**config.mk**
```make
export PLATFORM = sky130hd
export DESIGN_NAME = dbg_failsafe_ctrl
export DESIGN_NICKNAME = d
export VERILOG_FILES = /design/src/rtl/dfs_pkg.sv /design/src/rtl/dfs_mode_trk.sv /design/src/rtl/dfs_wdog.sv /design/src/rtl/dfs_safe_sel.sv /design/src/rtl/dbg_failsafe_ctrl.sv
export SDC_FILE = /design/constraint.sdc
export NUM_CORES = 1
export LEC_CHECK = 0
export BUFFER_PORTS_ARGS = -buffer_cell sky130_fd_sc_hd__clkbuf_2
export CELL_PAD_IN_SITES_DETAIL_PLACEMENT = 0
export CELL_PAD_IN_SITES_GLOBAL_PLACEMENT = 1
export CORE_MARGIN = 2
export CORE_UTILIZATION = 43
export CTS_CLUSTER_DIAMETER = 50
export DETAILED_ROUTE_END_ITERATION = 7
export PLACE_DENSITY = 0.93
export SLEW_MARGIN = 25
export SYNTH_ARGS = -nofsm -noshare
export SYNTH_HDL_FRONTEND = slang
export SYNTH_SLANG_ARGS = --single-unit
```
**constraint.sdc**
```tcl
create_clock -name clk_i -period 7.3 [get_ports clk_i]
set_input_delay 1.095 -clock clk_i [delete_from_list [all_inputs] [get_ports clk_i]]
set_output_delay 1.095 -clock clk_i [all_outputs]
set_load 0.005 [all_outputs]
```
**src/rtl/dfs_pkg.sv**
```systemverilog
package dfs_pkg;
  typedef enum logic {
    SRC_STRAP = 1'b0,
    SRC_SPI   = 1'b1
  } safe_src_e;
endpackage

```
**src/rtl/dfs_mode_trk.sv**
```systemverilog
module dfs_mode_trk (
  input  logic clk_i,
  input  logic rst_ni,
  input  logic init_exit_i,
  input  logic dbg_win_i,
  input  logic spi_dbg_exit_i,
  output logic dbg_o,
  output logic started_o
);
  logic dbg_q, started_q;
  logic dbg_d;

  // spi exit outranks both the pin and the init sample
  always_comb begin
    if (init_exit_i) dbg_d = dbg_win_i && !spi_dbg_exit_i;
    else             dbg_d = dbg_q && dbg_win_i && !spi_dbg_exit_i;
  end

  always_ff @(posedge clk_i or negedge rst_ni) begin
    if (!rst_ni) begin
      dbg_q     <= 1'b0;
      started_q <= 1'b0;
    end else begin
      dbg_q <= dbg_d;
      if (init_exit_i) started_q <= 1'b1;
    end
  end

  assign dbg_o     = dbg_q;
  assign started_o = started_q;
endmodule

```
**src/rtl/dfs_wdog.sv**
```systemverilog
module dfs_wdog #(
  parameter int unsigned CNT_W = 8
) (
  input  logic             clk_i,
  input  logic             rst_ni,
  input  logic             en_i,
  input  logic             refresh_i,
  input  logic [CNT_W-1:0] window_i,
  output logic             fault_o
);
  logic [CNT_W-1:0] cnt_q;
  logic [CNT_W:0]   cnt_inc;
  logic             expire;
  logic             fault_q;

  assign cnt_inc = {1'b0, cnt_q} + (CNT_W+1)'(1);
  assign expire  = en_i && !refresh_i && !fault_q && (cnt_inc >= {1'b0, window_i});

  always_ff @(posedge clk_i or negedge rst_ni) begin
    if (!rst_ni) begin
      cnt_q   <= '0;
      fault_q <= 1'b0;
    end else begin
      if (!en_i || refresh_i) cnt_q <= '0;
      else if (!expire && !fault_q) cnt_q <= cnt_inc[CNT_W-1:0];
      if (expire) fault_q <= 1'b1;
    end
  end

  assign fault_o = fault_q;
endmodule

```
**src/rtl/dfs_safe_sel.sv**
```systemverilog
module dfs_safe_sel
  import dfs_pkg::*;
#(
  parameter int unsigned     SAFE_W   = 3,
  parameter logic [SAFE_W-1:0] SAFE_DEF = '0
) (
  input  logic              clk_i,
  input  logic              rst_ni,
  input  logic              dbg_i,
  input  logic [SAFE_W-1:0] strap_i,
  input  logic              spi_wr_i,
  input  logic [SAFE_W-1:0] spi_code_i,
  output logic [SAFE_W-1:0] code_o
);
  safe_src_e         src_q;
  logic [SAFE_W-1:0] hw_q, spi_q;

  always_ff @(posedge clk_i or negedge rst_ni) begin
    if (!rst_ni) begin
      src_q <= SRC_STRAP;
      hw_q  <= SAFE_DEF;
      spi_q <= SAFE_DEF;
    end else begin
      if (!dbg_i) hw_q <= strap_i;
      if (spi_wr_i) begin
        src_q <= SRC_SPI;
        spi_q <= spi_code_i;
      end
    end
  end

  assign code_o = (src_q == SRC_SPI) ? spi_q : hw_q;
endmodule

```
**src/rtl/dbg_failsafe_ctrl.sv**
```systemverilog
module dbg_failsafe_ctrl #(
  parameter int unsigned       SAFE_W   = 3,
  parameter int unsigned       CNT_W    = 8,
  parameter logic [SAFE_W-1:0] SAFE_DEF = '0
) (
  input  logic              clk_i,
  input  logic              rst_ni,
  input  logic              init_exit_i,
  input  logic              dbg_win_i,
  input  logic              spi_dbg_exit_i,
  input  logic [SAFE_W-1:0] strap_code_i,
  input  logic              spi_safe_wr_i,
  input  logic [SAFE_W-1:0] spi_safe_code_i,
  input  logic              wd_refresh_i,
  input  logic [CNT_W-1:0]  wd_window_i,
  output logic              dbg_active_o,
  output logic              wd_en_o,
  output logic [SAFE_W-1:0] safe_code_o,
  output logic              safe_no
);
  logic dbg, started, fault;

  dfs_mode_trk i_mode (
    .clk_i, .rst_ni, .init_exit_i, .dbg_win_i, .spi_dbg_exit_i,
    .dbg_o(dbg), .started_o(started)
  );

  assign wd_en_o      = started && !dbg;
  assign dbg_active_o = dbg;

  dfs_wdog #(.CNT_W(CNT_W)) i_wdog (
    .clk_i, .rst_ni, .en_i(wd_en_o), .refresh_i(wd_refresh_i),
    .window_i(wd_window_i), .fault_o(fault)
  );

  assign safe_no = !fault;

  dfs_safe_sel #(.SAFE_W(SAFE_W), .SAFE_DEF(SAFE_DEF)) i_sel (
    .clk_i, .rst_ni, .dbg_i(dbg), .strap_i(strap_code_i),
    .spi_wr_i(spi_safe_wr_i), .spi_code_i(spi_safe_code_i), .code_o(safe_code_o)
  );
endmodule

```
After elaboration in Yosys (flattened, before gate mapping)
Index checks and enable logic that the tools add are counted.
{ "op_classes": {"addsub": 1, "order_cmp": 1, "n_mux": 4, "reduce_logical": 16} }
{ "ops": {"columns": ["op", "n"], "rows": [
  ["8-bit two-way mux", 2],
  ["8-bit by 1-bit adder with 9-bit output (second input constant)", 1],
  ["9-bit by 8-bit greater-or-equal comparator with 1-bit output", 1],
  ["1-bit logical AND", 8],
  ["1-bit zero test", 6],
  ["3-bit two-way mux", 1],
  ["2-bit nonzero test", 1],
  ["1-bit logical OR", 1],
  ["1-bit two-way mux", 1]
]} }
{ "totals": {"reg_bits": 18, "in_bits": 21, "word_cells": 29} }

Longest topological paths before layout
Gate-level depths: netlist of the first run.
{ "logic_depth": {"depth_word": 9, "depth_mapped": 12, "mapped_depth_nobuf": 11} }

Hierarchy
From an unflattened synthesis of the first run, not the netlist that was laid out.
{ "hier_totals": {"cells_unflattened": 111, "area_unflattened_um2": 1134.8} }
{ "by_module_without_submodules": {"columns": ["mod", "n_inst", "cells_each", "area_per_inst_um2", "seq_area_each_um2"], "rows": [
  ["dfs_wdog", 1, 87, 758.2, 225.2],
  ["dfs_safe_sel", 1, 17, 286.5, 175.2],
  ["dfs_mode_trk", 1, 5, 72.6, 50.0],
  ["dbg_failsafe_ctrl", 1, 2, 17.5, 0.0]
]} }

Worst setup path after synthesis of the first run
OpenSTA, ideal clock, no wires.
{ "synth_path": {"path_type": "input to register", "from": "input port wd_window_i[6]", "to": "register i_wdog.cnt_q[3]", "t_arrival_ns": 2.751, "setup_slack_ns": 4.472, "cell_stages": 8, "path_buffers": 1, "cell_sequence": "inv_1 > ha_1 > a211oi_2 > nand2_1 > a2111o_1 > buf_6 > or4_1 > a21oi_1"} }
{ "synth_via": {"elab_chain_len": 5} }
{ "synth_lines": {"columns": ["item", "line_no", "source"], "rows": [
  ["from (decl)", "dbg_failsafe_ctrl.sv:15", "input logic [CNT_W-1:0] wd_window_i,"],
  ["9-bit by 8-bit greater-or-equal comparator with 1-bit output", "dfs_wdog.sv:17", "assign expire = en_i && !refresh_i && !fault_q && (cnt_inc >= {1'b0, window_i});"],
  ["1-bit logical AND", "dfs_wdog.sv:17", null],
  ["1-bit zero test", "dfs_wdog.sv:25", "else if (!expire && !fault_q) cnt_q <= cnt_inc[CNT_W-1:0];"],
  ["1-bit logical AND", "dfs_wdog.sv:25", null],
  ["2-bit nonzero test (no source line)", null, null],
  ["to (signal assigned)", "dfs_wdog.sv:25", null],
  ["to (decl)", "dfs_wdog.sv:11", "logic [CNT_W-1:0] cnt_q;"]
]} }
No other way between the ends.
A chain may end at the register's enable or synchronous reset.

Final worst setup path of the first run
{ "layout_path": {"from": "register i_wdog.cnt_q[0]", "to": "register i_wdog.cnt_q[5]"} }
{ "layout_via": {"elab_chain_len": 6, "word_cells_on_any_way": 8} }
{ "layout_lines": {"columns": ["item", "line_no", "source"], "rows": [
  ["8-bit by 1-bit adder with 9-bit output (*)", "dfs_wdog.sv:16", "assign cnt_inc = {1'b0, cnt_q} + (CNT_W+1)'(1);"],
  ["9-bit by 8-bit greater-or-equal comparator with 1-bit output", "dfs_wdog.sv:17", null],
  ["1-bit logical AND", "dfs_wdog.sv:17", null],
  ["1-bit zero test", "dfs_wdog.sv:25", null],
  ["1-bit logical AND", "dfs_wdog.sv:25", null],
  ["2-bit nonzero test (no source line)", null, null]
]} }
Every way passes the cells marked *; elsewhere a longest branch is shown, timed or not. The select of a mux whose other input is x is not followed.

==> results.md, run 1 <==
- The instance count along the most critical hold path is 1.
- The number of antenna violations at the first check in global routing is 0.
- The clock root buffer is clkbuf_4.
- The floorplan step defined a die boundary enclosing 3022 um^2.
- The finished layout holds 167 standard cells, fillers aside.
- The via count of the first global-routing pass is 935.
- The peak ir drop on the vdd network is 0.0001238 V.
- Registers take 450.4 um^2.
- The clock drives 18 sinks.
- Across the run, the number of max-cap violations was 0.
- The DRC violation count after routing is 0.
- Of all nets on the critical path, the largest fanout is 5.
- The total length of routed met2 wires is 1.066 mm.
- Wires add up to 2.218 mm.
- The dominant register cell in the synthesized netlist is dfrtp_1.
- CTS built an H-tree with a depth of 1.
- Cells with a size suffix above 1 make up 30.66% of the layout.
- Buffers placed on the I/O ports in this run total 26.
- The portion of synthesized cell area occupied by the leading cell type is 40.31%.
- The initial utilization of the core area, before any placement, comes to 45.10%.
- The maximum buffer depth of the clock tree is 2.
- The detailed router finished its first iteration with 16 violations.
- Each instance of the synthesized netlist takes up on average 10.07 um^2.
- The launch point of the worst reg-to-reg path is i_wdog.cnt_q[0].
- Summed over all failing endpoints, the final setup total negative slack is 0 ns.
- Net switching is 22.90% of the power.
- The leakage power of the design is 0.6420 nW.
- The count of cells along the worst register-to-register path is 11.
- The routed wirelength normalized by instance count is 13.28 um.
- The number of register bits inferred by synthesis is 18.
- The floorplan step defined a core boundary enclosing 2477 um^2.
- The max-slew violation count was 0.
- For this design the top-level I/O count stands at 27.
- On the final layout, the worst clock skew is 0.004430 ns.
- The number of nets in the synthesized netlist is 141.
- The share of total power dissipated in combinational logic is 12.4%.
- The netlist uses 34 different library cells.
- The share of synthesized flip-flops with an asynchronous set or reset is 100.0%.
- The tightest min-delay check is of the register to register type.
- The worst setup path is captured at a register.
- The total internal power is 0.1332 mW.
- The antenna violation net count after detailed routing is 0.
- The wire-length estimate of the detail-placed layout is 1.802 mm.
- The number of instances in the synthesized netlist is 111.
- Summing the sequential cell areas from Yosys gives 40.31% of the chip area.
- The cell taking the most area after synthesis is dfrtp_1.
- At the end of the flow the core is filled with cells to 52.02%.
- The total iterations of the first detailed-routing run is 4.
- The die span in x is 54.98 um.
- Based on the critical path, the design can be clocked at up to 323.1 MHz.
- The flow ran to the end, and the final reports show no timing, DRC or antenna violations.
- The number of inserted diodes is 0.
- The final-stage net count is 169.
- The number of setup buffers added after CTS is 0.
- The multi-input combinational cells in the finished layout cover a total of 614.3 um^2.
- The latest clock arrival within the worst-skew pair is 0.28 ns.
- After detailed placement, the design holds a cell count of 164.
- The sequential cell fraction of total power is 60.6%.
- The remaining max-slew budget at the tightest pin is 48.98%.
- Detailed routing inserted a total of 929 vias.
- Counting the fill cells in the layout gives 248.
- The power per standard cell area is 134.1 nW/um^2.
- Traced cell by cell, the critical path runs through ha_1, nand3_1, inv_1, nand3_1, xnor2_1, ha_1, a211oi_2, nand2_1, a2111oi_1, a31oi_1, a41o_1.
- Yosys mapped a number of flops with a built-in enable equal to 0.
- Detailed routing placed a total of 139 um of wire on met3.
- The final weighted congestion in routability-driven placement is 0.8597.
- For the pin with the worst max-slew slack, the measured transition is 0.7634 ns.
- The warning count from the yosys run is 0.
- The area growth from synthesis to layout is 15.34%.
- The hold violation count in the final report is 0.
- TritonCTS built the clock tree.
- The most critical setup path has its startpoint at i_wdog.cnt_q[0].
- The commonest cells after synthesis are 18 x dfrtp_1, 9 x ha_1, 9 x inv_1, 9 x mux2_2, 7 x nor2_1.
- The startpoint type of the worst setup path is a register.
- Clock-pin slew was measured on the worst setup and hold paths at 0.10 ns.
- After synthesis, the cell types taking the most area are dfrtp_1 40%, ha_1 10%, mux2_2 9.1%.
- For this design the total switching power over the nets is 0.03957 mW.
- The die boundary height is 54.98 um.
- Among all cell types in the netlist, the one instantiated most often is dfrtp_1.
- The wire length on met1 is 1.013 mm.
- Data on the critical path is required at its endpoint by 7.48 ns.
- The via-per-instance ratio is 5.563.
- After global routing the overflow that remains totals 0.
- The total of cells resized after clock tree synthesis is 0.
- The part of the total power dissipated in the clock network is 27.0%.
- The first-pass GRT wire length is 3.891 mm.
- Of the available clock period, the critical path in the final layout requires 42.40%.
- The shortest clock period the worst path allows after layout is 3.095 ns.
- The number of setup violations in the final report is 0.
- The maximum number of pins on one net before global-route repair is 19.
- The startpoint identified for the worst hold timing path is i_mode.started_o.
- Across every metal layer, demand over resource in global routing totals 17.59%.
- The synthesized netlist occupies a cell area of 1117 um^2.
- In this design, the stage delay of the slowest critical-path cell is 0.74 ns.
- The total clock buffers created by CTS is 3.
- The slowest stage of the critical path belongs to the cell a2111oi_1.
- By startpoint and endpoint, the worst setup path is classified as register to register.
- After detailed routing, no signal wire sits above met3.
- Data arrives at the worst endpoint at 3.28 ns.
- Setup repair after global routing left no endpoint under its margin.
- Hold repair after CTS inserted 0 buffers.
- The initialized floorplan defines 18 standard-cell rows.
==> cells in the final DEF, fill, tap and decap left out, drive strengths merged, types with 4 or more instances in the layout <==
cell type | netlist | layout
nand3 | 5 | 5
nand2 | 6 | 6
clkbuf | 1 | 29
nor2 | 7 | 7
xnor2 | 4 | 4
mux2 | 9 | 9
inv | 9 | 9
ha | 9 | 9
o21ai | 5 | 5
a21oi | 6 | 6
dfrtp | 18 | 18
==> critical path, delay by kind of cell (launching register included) <==
| kind | cells | cell delay [ns] |
|---|---|---|
| and+or+nand+nor | 3 | 0.42 |
| AOI/OAI and AO/OA | 4 | 1.34 |
| adders and majority gates | 2 | 0.56 |
| xor gates and xnor gates | 1 | 0.16 |
| buffers and inverters | 1 | 0.09 |
| DFF | 1 | 0.43 |
==> registers in the layout, indices dropped and copies added, names as in the netlist <==
| name | flops |
|---|---|
| i_mode.started_o | 1 |
| i_mode.dbg_o | 1 |
| i_sel.spi_q | 3 |
| i_sel.hw_q | 3 |
| i_wdog.fault_o | 1 |
| i_wdog.cnt_q | 8 |
| i_sel.src_q | 1 |
==> worst paths after layout <==
kind,slack [ns],to
max in group asynchronous,6.25,i_wdog.cnt_q[0]
worst max register to register,4.20,i_wdog.cnt_q[5]
worst min-delay path,0.47,i_mode.started_o
min in group asynchronous,0.74,i_sel.hw_q[2]
worst min register to register,0.47,i_mode.started_o
worst max-delay path,4.20,i_wdog.cnt_q[5]
==> final cells by class <==
class	count	area share, %
well taps	30	2.913
inverters	9	2.621
flip-flops and latches	18	34.95
multi-input cells	81	47.67
repair buffers	26	10.10
clock buffers	3	1.748
==> logic make-up (layout without fill, tap and decap cells) <==
kind of cell	count (synthesis)	in the layout	share of synthesized area [%]
mux	9	9	9.071
fa+ha+maj	9	9	10.08
flops	18	18	40.31
compound gates	25	25	16.35
simple gates	32	32	14.78
xor+xnor	6	6	4.703
buf+inv	12	38	4.702
==> power by group through the flow <==
| stage | registers [mW] | clock network (mW) | logic (mW) |
|---|---|---|---|
| 2_1_floorplan | 0.106 | 0 | 0.0105 |
| 3_3_place_gp | 0.107 | 0 | 0.0206 |
| 3_5_place_dp | 0.107 | 0 | 0.0217 |
| 4_1_cts | 0.105 | 0.0502 | 0.0218 |
| 5_1_grt | 0.105 | 0.0545 | 0.0246 |
| 6_report | 0.105 | 0.0467 | 0.0214 |
==> through the flow <==
step	cell area, um^2	power [mW]	hold WS [ns]	setup slack, ns
6_report	1289	0.1728	0.4737	4.205
5_1_grt	1289	0.1846	0.5182	3.817
4_1_cts	1289	0.1768	0.4787	4.217
3_5_place_dp	1266	0.1285	0.4478	4.227
3_3_place_gp	1266	0.1273	0.4454	4.287
2_1_floorplan	1117	0.1166	0.4307	4.472
==> metal layers <==
metal  track usage, %  up-vias
met5                0        -
met4            6.098        0
met3            2.957        0
met2            29.17       30
met1            23.17      437
li1                 -      462
(Power assumes the default switching activity.)
==> inputs of run 2 (changes only) <==
- ABC_AREA: not set -> 1
- CORE_UTILIZATION: 43 -> 38
- PLACE_DENSITY: 0.93 -> 0.87
- clock period: 7.3 -> 3.2 ns (I/O delays scaled with it)
==> results.md, run 2 <==
- The max-slew violation count is 0 (unchanged).
- The worst-path maximum fanout is 8 (was 5).
- The via-per-instance ratio is 4.663 (was 5.563).
- The critical path data required time is 3.44 ns (was 7.48 ns).
- The final cycle utilization of the critical path is 69.71% (was 42.40%).
- Critical Path, Cell by Cell: ha_1, nand3_2, xnor2_1, ha_1, nand2_1, nor2_1, nand2_1, nand3_1, nand2_1, nand2_2, nand2_1, a31oi_4, nand2_1, nand2_1 (was ha_1, nand3_1, inv_1, nand3_1, xnor2_1, ha_1, a211oi_2, nand2_1, a2111oi_1, a31oi_1, a41o_1).
- Commonest cells post-synth: 39 x nand2_1, 23 x inv_1, 18 x dfrtp_1 (was 18 x dfrtp_1, 9 x ha_1, 9 x inv_1, 9 x mux2_2, 7 x nor2_1).
- The post-synthesis cell type count is 24 (was 34).
- The leakage power of the design is 0.7833 nW (was 0.6420 nW).
- The startpoint type of the worst setup path is a register (unchanged).
- The portion of the post-synthesis area used by sequential elements came to 40.18% (was 40.31%).
- The growth of design area from synthesis to finish was 16.85% (was 15.34%).
- The number of register bits inferred by synthesis is 18 (unchanged).
- The slew at the pin closest to its max-slew limit is 0.4370 ns (was 0.7634 ns).
- The share of the core filled with cells is 47.10% (was 52.02%).
- The maximum single-stage delay on the critical path was 0.43 ns (was 0.74 ns).
- The number of buffer and inverter instances along the worst setup path is 0 (was 1).
- The TritonCTS clock tree is built (unchanged).
- The arrival time of the worst setup path is 2.47 ns (was 3.28 ns).
- The clock-pin slew reported for the worst setup and hold paths after clock tree synthesis is 0.12 ns (was 0.10 ns).
- The latest clock arrival within the worst-skew pair is 0.31 ns (was 0.28 ns).
- The number of top-level pins came to 27 (unchanged).
- Registers with the most flip-flops: i_wdog.cnt_q x8, i_sel.hw_q x3, i_sel.spi_q x3 (unchanged).
- The power per standard cell area is 332.0 nW/um^2 (was 134.1 nW/um^2).
- The via count of the first global-routing pass is 900 (was 935).
- The worst hold slack across all endpoints is 0.08135 ns (was 0.4737 ns).
- The summed instance area of the synthesized netlist was 1121 um^2 (was 1117 um^2).
- The dominant register cell in the synthesized netlist is dfrtp_1 (unchanged).
- The remaining max-slew budget at the tightest pin is 70.87% (was 48.98%).
- The shortest clock period the worst path allows after layout is 2.231 ns (was 3.095 ns).
- RSZ-0062 raised after global routing: no (unchanged).
- The clock skew after layout is 0.01474 ns (was 0.004430 ns).
- The initial core utilization was 40.31% (was 45.10%).
- The number of antenna violations at the first check in global routing is 0 (unchanged).
- Area contributors post-synth: dfrtp_1 40%, nand2_1 13%, ha_1 10% (was dfrtp_1 40%, ha_1 10%, mux2_2 9.1%).
- The number of port buffers is 26 (unchanged).
- The core area is 2781 um^2 (was 2477 um^2).
- The average footprint of a synthesized cell is 8.366 um^2 (was 10.07 um^2).
- The die span in x came to 58.32 um (was 54.98 um).
- The routed wirelength normalized by instance count is 10.74 um (was 13.28 um).
- The number of enable flip-flop cells after synthesis is 0 (unchanged).
- The number of instances in the synthesized netlist is 134 (was 111).
- Leading cell types in the layout, fill and taps excluded: 39 x nand2_1, 26 x clkbuf_2, 23 x inv_1, 18 x dfrtp_1 (was 26 x clkbuf_2, 18 x dfrtp_1, 9 x inv_1, 9 x mux2_2, 9 x ha_1).
- The achievable clock frequency is 448.3 MHz (was 323.1 MHz).
- The type of element capturing the critical path is a register (unchanged).
- The overall overflow remaining after global route came to 0 (unchanged).
- The total global-route track usage was 14.39% (was 17.59%).
- The peak ir drop on the vdd network came to 0.0002145 V (was 0.0001238 V).
- The hold violation count in the final report is 0 (unchanged).
- The family with the most delay on the worst path is simple AND/OR/NAND/NOR gates (was compound AO/OA/AOI/OAI gates).
- The number of buffers added for setup after CTS came to 0 (unchanged).
- The deepest level of the CTS H-tree was 1 (unchanged).
- The portion of synthesized cell area occupied by the leading cell type is 40.18% (was 40.31%).
- The clock root buffer is clkbuf_4 (unchanged).
- The via count is 900 (was 929).
- The hold buffer count at cts was 0 (unchanged).
- The master of the slowest instance on the critical path is dfrtp_1 (was a2111oi_1).
- The most common cell in the netlist is nand2_1 (was dfrtp_1).
- The total iterations of the first detailed-routing run came to 4 (unchanged).
- Run status: complete, no violations (unchanged).
- The final-stage net count came to 193 (was 169).
- The register with the highest flop count is i_wdog.cnt_q (unchanged).
- The antenna violation net count after detailed routing was 0 (unchanged).
- The DRC violation count after routing is 0 (unchanged).
- The kind of critical path is register to register (unchanged).
- The number of inserted diodes was 0 (unchanged).
- The number of design-rule violations left by the first detailed-router iteration was 9 (was 16).
- The number of setup violations in the final report was 0 (unchanged).
- The warning count from the yosys run is 0 (unchanged).
- The share of synthesized flip-flops with an asynchronous set or reset is 100.0% (unchanged).
- The cell that appears most often on the critical path is nand2_1.
- The cell taking the most area after synthesis was dfrtp_1 (unchanged).
- The half-perimeter wire length after detailed placement is 1.649 mm (was 1.802 mm).
- The placement row count is 19 (was 18).
- The flip-flop count of the largest register, all copies and words added was 8 (unchanged).
- The die boundary height came to 58.32 um (was 54.98 um).
- The share of cells above drive strength 1 is 24.69% (was 30.66%).
- The maximum buffer depth of the clock tree was 2 (unchanged).
- The number of nets in the synthesized netlist was 164 (was 141).
- The final routed wirelength across all metal layers was 2.073 mm (was 2.218 mm).
- The most frequent standard cell in the layout excluding fill and tap cells is nand2_1 (was clkbuf_2).
- The total die area was 3401 um^2 (was 3022 um^2).
- The total negative slack is 0 ns (unchanged).
- The type of the most critical hold path is input port to asynchronous set/reset pin (was register to register).
- The first-pass GRT wire length is 3.774 mm (was 3.891 mm).
- The total of cells resized after clock tree synthesis is 0 (unchanged).
- The maximum number of pins on one net before global-route repair came to 19 (unchanged).
- The total clock buffers created by CTS was 3 (unchanged).
- The number of maximum-capacitance violations is 0 (unchanged).
- The final weighted congestion in routability-driven placement came to 0.8330 (was 0.8597).
- The TritonCTS sink count is 18 (unchanged).
==> run 2: cell count changes after synthesis, sizes merged, moves of 3 or more <==
| cell | before | now |
|---|---|---|
| nand4 | 2 | 9 |
| xnor2 | 4 | 1 |
| inv | 9 | 24 |
| nand2 | 6 | 40 |
| or4 | 3 | 0 |
| o31ai | 3 | 0 |
| xor2 | 2 | 5 |
| mux2 | 9 | 1 |
==> run 2: cell families (layout without fill, tap and decap cells) <==
family	after synthesis	count (layout)	synth area share [%]
xor gates and xnor gates	6	6	4.687
buffers and inverters	26	54	9.486
and+or+nand+nor	61	61	25.45
AOI/OAI and AO/OA	13	13	9.151
DFF	18	18	40.18
adders and majority gates	9	9	10.04
muxes	1	1	1.004
==> run 2: metrics by stage <==
stage	total power [mW]	std cells	area, um^2	setup slack, ns
after floorplan	0.2677	134	1121	1.219
after global placement	0.2917	189	1274	1.065
after detailed placement	0.2934	189	1274	0.9747
after CTS	0.4427	193	1310	0.9515
after global routing	0.4584	193	1310	0.7164
final	0.4349	193	1310	0.9694
==> run 2: metal layers <==
metal	vias to the layer above	wire (um)	global-route usage, %
li1	480	-	-
met1	400	980	18.37
met4	0	44	7.641
met5	-	0	0
met2	15	992	23.11
met3	5	56	2.637
==> run 2: final timing paths <==
kind | endpoint | from | slack (ns) | cells past startpoint
min | i_wdog.cnt_q[6] | rst_ni | 0.08 | 1
min in group clk_i | i_mode.dbg_o | spi_dbg_exit_i | 0.31 | 2
max reg2reg | i_wdog.cnt_q[4] | i_wdog.cnt_q[0] | 0.97 | 14
min reg2reg | i_sel.spi_q[0] | i_sel.spi_q[0] | 0.49 | 2
max | i_wdog.cnt_q[4] | i_wdog.cnt_q[0] | 0.97 | 14
max in group asynchronous | i_sel.hw_q[2] | rst_ni | 2.80 | 1
==> run 2: final cells by class <==
type	instances	area (um^2)
Sequential cell	18	450.4
Timing Repair Buffer	26	130.1
Clock buffer	4	36.28
Inverter	24	90.09
Tap cell	31	38.79
Fill cell	281	1471
Multi-Input combinational cell	90	564.3
==> run 2: power breakdown <==
part           switching, mW  internal, mW  leakage, nW
clock                 0.0781        0.0695       0.0210
combinational         0.0265        0.0225        0.540
sequential           0.00406         0.234        0.223
total                  0.109         0.326        0.783
